$ cat config.mk
export PLATFORM = sky130hd
export DESIGN_NAME = refresh_addr_gen
export DESIGN_NICKNAME = d
export VERILOG_FILES = /design/src/rtl/rfsh_pkg.sv /design/src/rtl/rfsh_counter.sv /design/src/rtl/rfsh_page_reg.sv /design/src/rtl/rfsh_bus_out.sv /design/src/rtl/refresh_addr_gen.sv
export SDC_FILE = /design/constraint.sdc
export NUM_CORES = 1
export LEC_CHECK = 0
export ABC_AREA = 1
export CAP_MARGIN = 20
export CORE_UTILIZATION = 44
export CTS_CLUSTER_SIZE = 40
export DETAILED_ROUTE_END_ITERATION = 10
export GPL_ROUTABILITY_DRIVEN = 0
export PLACE_DENSITY_LB_ADDON = 0.15
export SYNTH_ARGS = -nofsm -noshare
export SYNTH_HDL_FRONTEND = slang
export SYNTH_SLANG_ARGS = --single-unit
$ cat constraint.sdc
create_clock -name clk -period 1.3 [get_ports clk]
set_input_delay 0.26 -clock clk [delete_from_list [all_inputs] [get_ports clk]]
set_output_delay 0.26 -clock clk [all_outputs]
set_load 0.01 [all_outputs]
$ cat src/rtl/rfsh_pkg.sv
package rfsh_pkg;
  localparam int RFSH_W = 8;
  localparam int PAGE_W = 8;

  typedef enum logic {
    RD_RFSH = 1'b0,
    RD_PAGE = 1'b1
  } rd_src_e;
endpackage

$ cat src/rtl/rfsh_counter.sv
module rfsh_counter #(
  parameter int W = 8
) (
  input  logic         clk,
  input  logic         rst,
  input  logic         inc,
  input  logic         ld,
  input  logic [W-1:0] wd,
  output logic [W-1:0] q
);
  localparam int LW = W - 1;

  logic [LW-1:0] low_q;
  logic          top_q;

  always_ff @(posedge clk) begin
    if (rst) begin
      low_q <= '0;
      top_q <= 1'b0;
    end else if (ld) begin
      low_q <= wd[LW-1:0];
      top_q <= wd[W-1];
    end else if (inc) begin
      low_q <= low_q + LW'(1);
    end
  end

  assign q = {top_q, low_q};


  rfsh_reset_chk: assert property (@(posedge clk) rst |=> q == '0);

  rfsh_inc_chk: assert property (@(posedge clk) disable iff (rst)
    (inc && !ld) |=> low_q == LW'($past(low_q) + LW'(1)));

  rfsh_top_hold_chk: assert property (@(posedge clk) disable iff (rst)
    !ld |=> $stable(top_q));

  rfsh_wrap_chk: assert property (@(posedge clk) disable iff (rst)
    (inc && !ld && low_q == '1) |=> low_q == '0);

  rfsh_load_chk: assert property (@(posedge clk) disable iff (rst)
    ld |=> q == $past(wd));
endmodule

$ cat src/rtl/rfsh_page_reg.sv
module rfsh_page_reg #(
  parameter int W = 8
) (
  input  logic         clk,
  input  logic         rst,
  input  logic         ld,
  input  logic [W-1:0] wd,
  output logic [W-1:0] q
);
  always_ff @(posedge clk) begin
    if (rst)     q <= '0;
    else if (ld) q <= wd;
  end


  page_load_chk: assert property (@(posedge clk) disable iff (rst)
    ld |=> q == $past(wd));

  page_hold_chk: assert property (@(posedge clk) disable iff (rst)
    !ld |=> $stable(q));
endmodule

$ cat src/rtl/rfsh_bus_out.sv
module rfsh_bus_out #(
  parameter int RW = 8,
  parameter int PW = 8
) (
  input  logic            clk,
  input  logic            rst,
  input  logic            slot,
  input  logic            mreq,
  input  logic [RW+PW-1:0] cpu_addr,
  input  logic [RW-1:0]   rfsh_val,
  input  logic [PW-1:0]   page_val,
  output logic [RW+PW-1:0] addr_out,
  output logic            rfsh_n,
  output logic            bus_sel_n
);
  always_ff @(posedge clk) begin
    if (rst) begin
      addr_out  <= '0;
      rfsh_n    <= 1'b1;
      bus_sel_n <= 1'b1;
    end else begin
      addr_out  <= slot ? {page_val, rfsh_val} : cpu_addr;
      rfsh_n    <= ~slot;
      bus_sel_n <= ~(slot | mreq);
    end
  end


  slot_addr_chk: assert property (@(posedge clk) disable iff (rst)
    slot |=> (!rfsh_n && addr_out[RW-1:0] == $past(rfsh_val)
              && addr_out[RW+PW-1:RW] == $past(page_val)));

  pass_addr_chk: assert property (@(posedge clk) disable iff (rst)
    !slot |=> (rfsh_n && addr_out == $past(cpu_addr)));

  bus_sel_chk: assert property (@(posedge clk) disable iff (rst)
    (slot || mreq) |=> !bus_sel_n);
endmodule

$ cat src/rtl/refresh_addr_gen.sv
module refresh_addr_gen #(
  parameter int RFSH_W = rfsh_pkg::RFSH_W,
  parameter int PAGE_W = rfsh_pkg::PAGE_W
) (
  input  logic                     clk,
  input  logic                     rst,
  input  logic                     fetch_done,
  input  logic                     rfsh_slot,
  input  logic [RFSH_W+PAGE_W-1:0] cpu_addr,
  input  logic                     cpu_mreq,
  input  logic                     ld_rfsh,
  input  logic                     ld_page,
  input  logic [RFSH_W-1:0]        wr_data,
  input  logic                     rd_sel,
  output logic [RFSH_W-1:0]        rd_data,
  output logic [RFSH_W+PAGE_W-1:0] addr_out,
  output logic                     rfsh_n,
  output logic                     bus_sel_n
);
  import rfsh_pkg::*;

  logic [RFSH_W-1:0] rfsh_q;
  logic [PAGE_W-1:0] page_q;

  rfsh_counter #(.W(RFSH_W)) u_cnt (
    .clk(clk), .rst(rst), .inc(fetch_done), .ld(ld_rfsh),
    .wd(wr_data), .q(rfsh_q)
  );

  rfsh_page_reg #(.W(PAGE_W)) u_page (
    .clk(clk), .rst(rst), .ld(ld_page),
    .wd(wr_data[PAGE_W-1:0]), .q(page_q)
  );

  rfsh_bus_out #(.RW(RFSH_W), .PW(PAGE_W)) u_bus (
    .clk(clk), .rst(rst), .slot(rfsh_slot), .mreq(cpu_mreq),
    .cpu_addr(cpu_addr), .rfsh_val(rfsh_q), .page_val(page_q),
    .addr_out(addr_out), .rfsh_n(rfsh_n), .bus_sel_n(bus_sel_n)
  );

  always_ff @(posedge clk) begin
    if (rst)                  rd_data <= '0;
    else if (rd_sel == RD_PAGE) rd_data <= RFSH_W'(page_q);
    else                      rd_data <= rfsh_q;
  end


  rd_path_chk: assert property (@(posedge clk) disable iff (rst)
    !rd_sel |=> rd_data == $past(rfsh_q));
endmodule

---- After elaboration in Yosys (flattened, before gate mapping) ----
Cells that the tools add are included.
operators by class
  bitwise logic cells ..................... 3
  multiplexer cells ....................... 4
  $add $sub $neg .......................... 1
  reductions and logical operators ........ 1
operators with widths
  cell                                         number
  2-to-1 mux 16 bit                            1
  2-to-1 mux 7 bit                             2
  2-to-1 mux 8 bit                             1
  adder 7 x 1 -> 7 bit, second input constant  1
  inverter 1 bit                               2
  nonzero test 2 bit                           1
  OR 1 bit                                     1
word-level totals
  output and inout bits ................... 26
  input bits .............................. 32
  register bits after elaboration ......... 42

---- Logic depth before layout (Yosys ltp) ----
Gate-level depths: netlist of the first run.
  depth in word-level cells ............... 3
  gate-level depth with buffers ........... 8

---- By module ----
A second synthesis of the first run with hierarchy kept.
second synthesis, totals
  cell total of the unflattened synthesis .. 268
  area total of the unflattened synthesis .. 1,874.3 µm²
by module, submodules not included
  module            instances  cells each  area each (µm²)
  rfsh_bus_out      1          106         730.7
  rfsh_counter      1          60          460.4
  refresh_addr_gen  1          51          341.6
  rfsh_page_reg     1          51          341.6

---- Least setup slack after synthesis of the first run ----
Ideal clock, no wire load.
  kind .................................... reg2reg
  start ................................... reg u_cnt.low_q[1]
  end ..................................... reg u_cnt.low_q[6]
  setup time .............................. 120 ps
  cell stages (with the launch flop) ...... 7
  path buffers ............................ 0
  setup slack ............................. 322 ps
  arrival time ............................ 858 ps
  data required time ...................... 1,180 ps
  cells stage by stage .................... dfxtp_1 ha_1 nand2_1 inv_1 nand3_1 nand3_1 a21oi_1
between the ends
  word-level cells in the longest chain between the ends .. 3
ends and longest elaborated chain
  item                      line                source
  start: declaration        rfsh_counter.sv:13  logic [LW-1:0] low_q;
  start signal: assignment  rfsh_counter.sv:21  low_q <= wd[LW-1:0];
  start signal: assignment  rfsh_counter.sv:24  low_q <= low_q + LW'(1);
  adder 7 x 1 -> 7 bit      rfsh_counter.sv:24
  2-to-1 mux 7 bit          rfsh_counter.sv:23  end else if (inc) begin
  2-to-1 mux 7 bit          rfsh_counter.sv:20  end else if (ld) begin
Every way passes these cells. The select of a mux whose other input is x is not followed.
A chain may end at the register's enable or synchronous reset.

---- Final worst setup path of the first run ----
  start ................................... reg u_bus.addr_out[10]
  end ..................................... out addr_out[10]
RTL lines
  item                      line                    source
  start: declaration        rfsh_bus_out.sv:12      output logic [RW+PW-1:0] addr_out,
  start signal: assignment  rfsh_bus_out.sv:22      addr_out <= slot ? {page_val, rfsh_val} : cpu_addr;
  end: declaration          refresh_addr_gen.sv:16  output logic [RFSH_W+PAGE_W-1:0] addr_out,
No word-level cell between the ends.

==> metrics.txt, run 1 <==
Post-Route Utilization 0.6861; post-synth cell types 23; leakage dissipation between 1 and 1.5 nW; Slew @ Worst Pin approximately 0.33 ns; HP Class in -> reg; Root Driver clkbuf_8; Syn Inst Count slightly below 200; CP max stage delay roughly 0.34 ns; most frequent cells in the layout 53 x nor2_1, 42 x dfxtp_1, 31 x clkdlybuf4s50_1; slew margin rel. 0.7783; sequential fraction of design power 0.524; critical path startpoint category flop; initial antenna violation count 0; Skew-Pair Late Insertion Delay around 0.30 ns; Post-CTS Hold Buffers 0; Setup Buffers After CTS 0; CTS Buffer Depth 2; DRC viols 0; status complete, no violations; area growth from synthesis to layout 44.86%; Vias around 1500; Top Family by Delay on Critical Path flip-flops; largest net degree at the start of global routing 19; clk sinks 42; kind of critical path reg -> out; ant diodes 0; Clock Skew around 0.0055 ns; Die H between 60 and 70 µm; Fin Hold WS between 0.4 and 0.5 ns; H-tree depth 2; maximum VDD drop a little under 0.0008 V; final critical-path share of the clock period 0.8875; # rows 21; layout cells sized above 1 0.1541; pwr/cell area between 1000 and 1500 nW/µm²; crit path buf inv count 1; Cell Area, Synth about 1600 µm²; CTS resizes 26; WP depth 1; die area 3982 µm²; Routed Antenna Nets 0; Logic pwr share 0.169; Sw Ratio 0.2639; placed inst area 2326 µm²; CP Cell Sequence dlygate4sd2_1; final setup vio count 0; worst hold path depth 2; Mapped Nets 231; placed cell count between 300 and 400; FF+latch count, synth 42; global-route wire length before repair 6.617 mm; endpoints failing hold 0; Sw Pwr 0.7135 mW; CTS Buf Count 5; maxcap violations 0; CTS tree done; Die Wd approximately 63 µm; cell count of the worst reg-to-reg path 6; unrepaired setup endpoints after global routing false; Place WS -0.06737 ns; via/cell ratio about 4.8; I/O Pins 58; Clock Power Share 0.307; f_max between 0.8 and 0.9 GHz; synthesized area per cell about 8.3 µm²; GR Overflow Total 0; critical path fanouts, max 1; Tot Pwr ~2.7 mW; GRT Util Overall 0.2137; most common cell after layout, fill and taps aside nor2_1; fin area between 2000 and 2500 µm²; IO buf count 57; DR WL/cell 12.47 µm; Critical Path RT between 1 and 1.5 ns; data arrival time of the worst path about 0.89 ns; final-report max-slew violation count 0; core area 3468 µm²; DRT Pass-1 Iters 4; Slowest cell on crit path dfxtp_1; yosys warns 0; Final min period roughly 1.2 ns; Routed WL 3.891 mm; vias in the first global route 1420; initial detailed-routing violation count ~70; Nets between 200 and 300; non-filler cells, final about 310; internal power a little under 2 mW; Setup crit end kind primary output; final worst setup slack 0.1463 ns; Final TNS setup 0 ns; Initial Utilization 0.4737; Final HPWL DP around 3 mm; register area share after synthesis 0.5118; clk slew on worst S/H paths 0.08 ns
==> worst reg2reg max path, stage by stage, from the launching register on <==
cell and delay [ns]:
dfxtp_1 0.44, ha_1 0.20, nand2_1 0.09, inv_1 0.09
nand3_1 0.07, nand3_1 0.10, a21oi_1 0.06
==> power by group through the flow <==
stage | Clock [mW] | Combinational [mW] | Sequential [mW]
floorplan | 0 | 0.188 | 1.47
global placement | 0 | 0.486 | 1.45
detailed placement | 0 | 0.491 | 1.45
CTS | 0.851 | 0.458 | 1.42
global route | 0.908 | 0.501 | 1.43
finish | 0.831 | 0.457 | 1.42
==> final timing paths <==
kind	startpoint	to	slack, ns
worst max-delay path	u_bus.addr_out[10]	addr_out[10]	0.15
worst min-delay path	cpu_mreq	u_bus.bus_sel_n	0.49
worst max register to register	u_cnt.low_q[1]	u_cnt.low_q[4]	0.15
worst min register to register	u_page.q[7]	u_bus.addr_out[15]	0.51
==> sequential cells by signal, indices dropped and copies added (netlist names) <==
register         cells
u_cnt.top_q          1
u_bus.bus_sel_n      1
u_bus.addr_out      16
u_cnt.low_q          7
u_page.q             8
rd_data              8
u_bus.rfsh_n         1
==> final cells by class <==
class	instances	area [µm²]
Fill cell	320	1089
Sequential cell	42	840.8
Multi-Input combinational cell	134	678.2
Timing Repair Buffer	69	665.6
Clock buffer	6	72.57
Tap cell	46	57.56
Inverter	13	51.30
Clock inverter	2	13.76
==> cell usage after synthesis <==
cell type | instances | area share
nand2_2 | 1 | 0.0038
buf_2 | 3 | 0.0091
nor3_1 | 1 | 0.0030
nor2_4 | 1 | 0.0069
o21ai_2 | 13 | 0.069
nand3_1 | 7 | 0.021
inv_2 | 5 | 0.011
ha_1 | 1 | 0.0076
inv_1 | 7 | 0.016
dfxtp_1 | 42 | 0.51
clkbuf_2 | 1 | 0.0030
nor2_1 | 53 | 0.12
buf_4 | 1 | 0.0046
a21oi_2 | 1 | 0.0053
a21oi_1 | 12 | 0.037
xor2_1 | 2 | 0.011
nand2_1 | 11 | 0.025
inv_4 | 1 | 0.0038
a22oi_1 | 4 | 0.018
buf_6 | 4 | 0.027
o21ai_1 | 10 | 0.030
o21ai_0 | 16 | 0.049
o21bai_1 | 1 | 0.0046
==> per-layer routing <==
metal | GRT usage | part of all wire | vias up
met5 | 0 | 0 | -
met4 | 0.08721 | 0.014 | 0
met3 | 0.05072 | 0.056 | 5
met2 | 0.3535 | 0.47 | 51
met1 | 0.2644 | 0.46 | 668
li1 | - | - | 784
==> cells by family after synthesis <==
logic type / after synthesis / synth area share
xor gates and xnor gates: 2 / 0.01066
adders and majority gates: 1 / 0.007615
buffers and inverters: 22 / 0.07540
AOI/OAI and AO/OA: 57 / 0.2133
DFF: 42 / 0.5118
and+or+nand+nor: 74 / 0.1813
No activity file was read; power rests on OpenSTA's default activity.
==> inputs of run 2 (changes only) <==
--- a/config.mk
+++ b/config.mk
@@ -8,10 +8,13 @@
 export ABC_AREA = 1
 export CAP_MARGIN = 20
 export CORE_UTILIZATION = 44
+export CTS_BUF_LIST = sky130_fd_sc_hd__clkbuf_4 sky130_fd_sc_hd__clkbuf_8 sky130_fd_sc_hd__clkbuf_16
 export CTS_CLUSTER_SIZE = 40
 export DETAILED_ROUTE_END_ITERATION = 10
 export GPL_ROUTABILITY_DRIVEN = 0
 export PLACE_DENSITY_LB_ADDON = 0.15
+export SLEW_MARGIN = 20
 export SYNTH_ARGS = -nofsm -noshare
 export SYNTH_HDL_FRONTEND = slang
 export SYNTH_SLANG_ARGS = --single-unit
+export TNS_END_PERCENT = 1
==> metrics.txt, run 2 (synthesis gave the netlist of run 1 again) <==
maxcap violations 0 (unchanged); Top Family by Delay on Critical Path flip-flops; Vias 1521 (+0.86%); clk sinks 42 (unchanged); layout cells sized above 1 0.1579 (+0.003759); max reg flops 16 (unchanged); leakage dissipation 1.065 nW (+0.32%); Fin Hold WS 0.4911 ns (-0.003690 ns); Skew-Pair Late Insertion Delay 0.30 ns (about the same); unrepaired setup endpoints after global routing false; Tot Pwr 2.731 mW (+1.0%); kind of critical path reg -> out; die area 3982 µm² (unchanged); CTS Buffer Depth 2 (unchanged); Post-CTS Hold Buffers 0 (unchanged); # rows 21 (unchanged); ant diodes 0 (unchanged); final-report max-slew violation count 0 (unchanged); top flop regs u_bus.addr_out: 16 flops, rd_data: 8 flops, u_page.q: 8 flops; critical path startpoint category flop; Nets 298 (unchanged); vias in the first global route 1423 (+0.21%); most frequent cells in the layout 53 x nor2_1, 42 x dfxtp_1, 31 x clkdlybuf4s50_1; area growth from synthesis to layout 45.09%; HP Class in -> reg; critical path fanouts, max 1 (unchanged); global-route wire length before repair 6.610 mm (-0.11%); f_max 0.8654 GHz (-0.16%); CP max stage delay 0.34 ns (about the same); status complete, no violations; Final min period 1.156 ns (+0.001861 ns); pwr/cell area 1146 nW/µm² (+0.87%); Routed Antenna Nets 0 (unchanged); DRT Pass-1 Iters 4 (unchanged); Die H 63.11 µm (unchanged); final setup vio count 0 (unchanged); largest net degree at the start of global routing 19 (unchanged); CP Cell Sequence dlygate4sd2_1; core area 3468 µm² (unchanged); slew margin rel. 0.7758 (-0.002486); data arrival time of the worst path 0.90 ns (about the same); Critical Path RT 1.04 ns (about the same); DRC viols 0 (unchanged); most common cell after layout, fill and taps aside nor2_1; Slew @ Worst Pin 0.3359 ns (+0.003725 ns); CTS tree done; Setup crit end kind primary output; Clock Skew 0.005512 ns (+0.00001379 ns); crit path buf inv count 1 (unchanged); Die Wd 63.11 µm (unchanged); Post-Route Utilization 0.6872 (+0.001082); GR Overflow Total 0 (unchanged); Top reg by flops u_bus.addr_out; final critical-path share of the clock period 0.8889 (+0.001432); Slowest cell on crit path dfxtp_1; DR WL/cell 12.48 µm (about the same); clk slew on worst S/H paths 0.08 ns (about the same); CTS Buf Count 5 (unchanged); IO buf count 57 (unchanged); I/O Pins 58 (unchanged); initial detailed-routing violation count 81 (+19%); GRT Util Overall 0.2133 (-0.0003851); H-tree depth 2 (unchanged); Routed WL 3.893 mm (about the same); Root Driver clkbuf_8; endpoints failing hold 0 (unchanged); initial antenna violation count 0 (unchanged); Initial Utilization 0.4737 (unchanged); Final HPWL DP 2.928 mm (unchanged); via/cell ratio 4.875 (+0.86%); maximum VDD drop 0.0007770 V (+0.65%)
==> run 2: cell count changes in the layout (fill, tap and decap cells not counted) <==
cell      before  now
clkbuf_4       0    1
clkbuf_1       1    0
==> run 2: worst reg2reg max path, cell delays in order (launching register included) <==
cell     delay, ns
dfxtp_1       0.45
ha_1          0.21
nand2_1       0.09
inv_1         0.09
nand3_1       0.07
nand3_1       0.10
a21oi_1       0.06
==> run 2: path summary, 6_finish.rpt <==
path | start | end | slack (ns) | depth (start not counted)
max | u_bus.addr_out[10] | addr_out[10] | 0.14 | 1
min | cpu_mreq | u_bus.bus_sel_n | 0.49 | 2
max reg2reg | u_cnt.low_q[1] | u_cnt.low_q[4] | 0.14 | 6
min reg2reg | u_page.q[7] | u_bus.addr_out[15] | 0.51 | 2
==> run 2: metrics by stage <==
stage	worst slack [ns]	cell area, µm²	cells	setup TNS, ns
6_report	0.1444	2384	312	0
5_1_grt	0.03722	2384	312	0
4_1_cts	0.1385	2384	312	0
3_5_place_dp	-0.06737	2326	304	-0.4887
3_3_place_gp	-0.04909	2326	304	-0.1572
2_1_floorplan	0.3217	1643	198	0
==> run 2: final cells by class <==
cell class,count,area [µm²]
well taps,46,57.56
multi-input cells,134,678.2
clock inverters,2,13.76
inverters,13,51.30
repair buffers,69,665.6
clock buffers,6,76.32
flip-flops and latches,42,840.8
fillers,321,1085
==> run 2: report_power, final <==
part           internal, mW  switching, mW
clock network         0.400          0.459
logic                 0.239          0.218
registers              1.37         0.0437
total                  2.01          0.720
==> run 2: repair_timing <==
action | CTS | global route
setup buffers | 0 | 0
endpoints found under the setup margin | 26 | 0
gates resized for setup | 26 | 0
==> run 2: routing by layer <==
| metal | GRT usage | wire, µm | vias to the layer above |
|---|---|---|---|
| met2 | 0.3562 | 1794 | 54 |
| li1 | - | - | 785 |
| met4 | 0.08721 | 66 | 0 |
| met1 | 0.2610 | 1817 | 676 |
| met5 | 0 | 0 | - |
| met3 | 0.05072 | 214 | 6 |
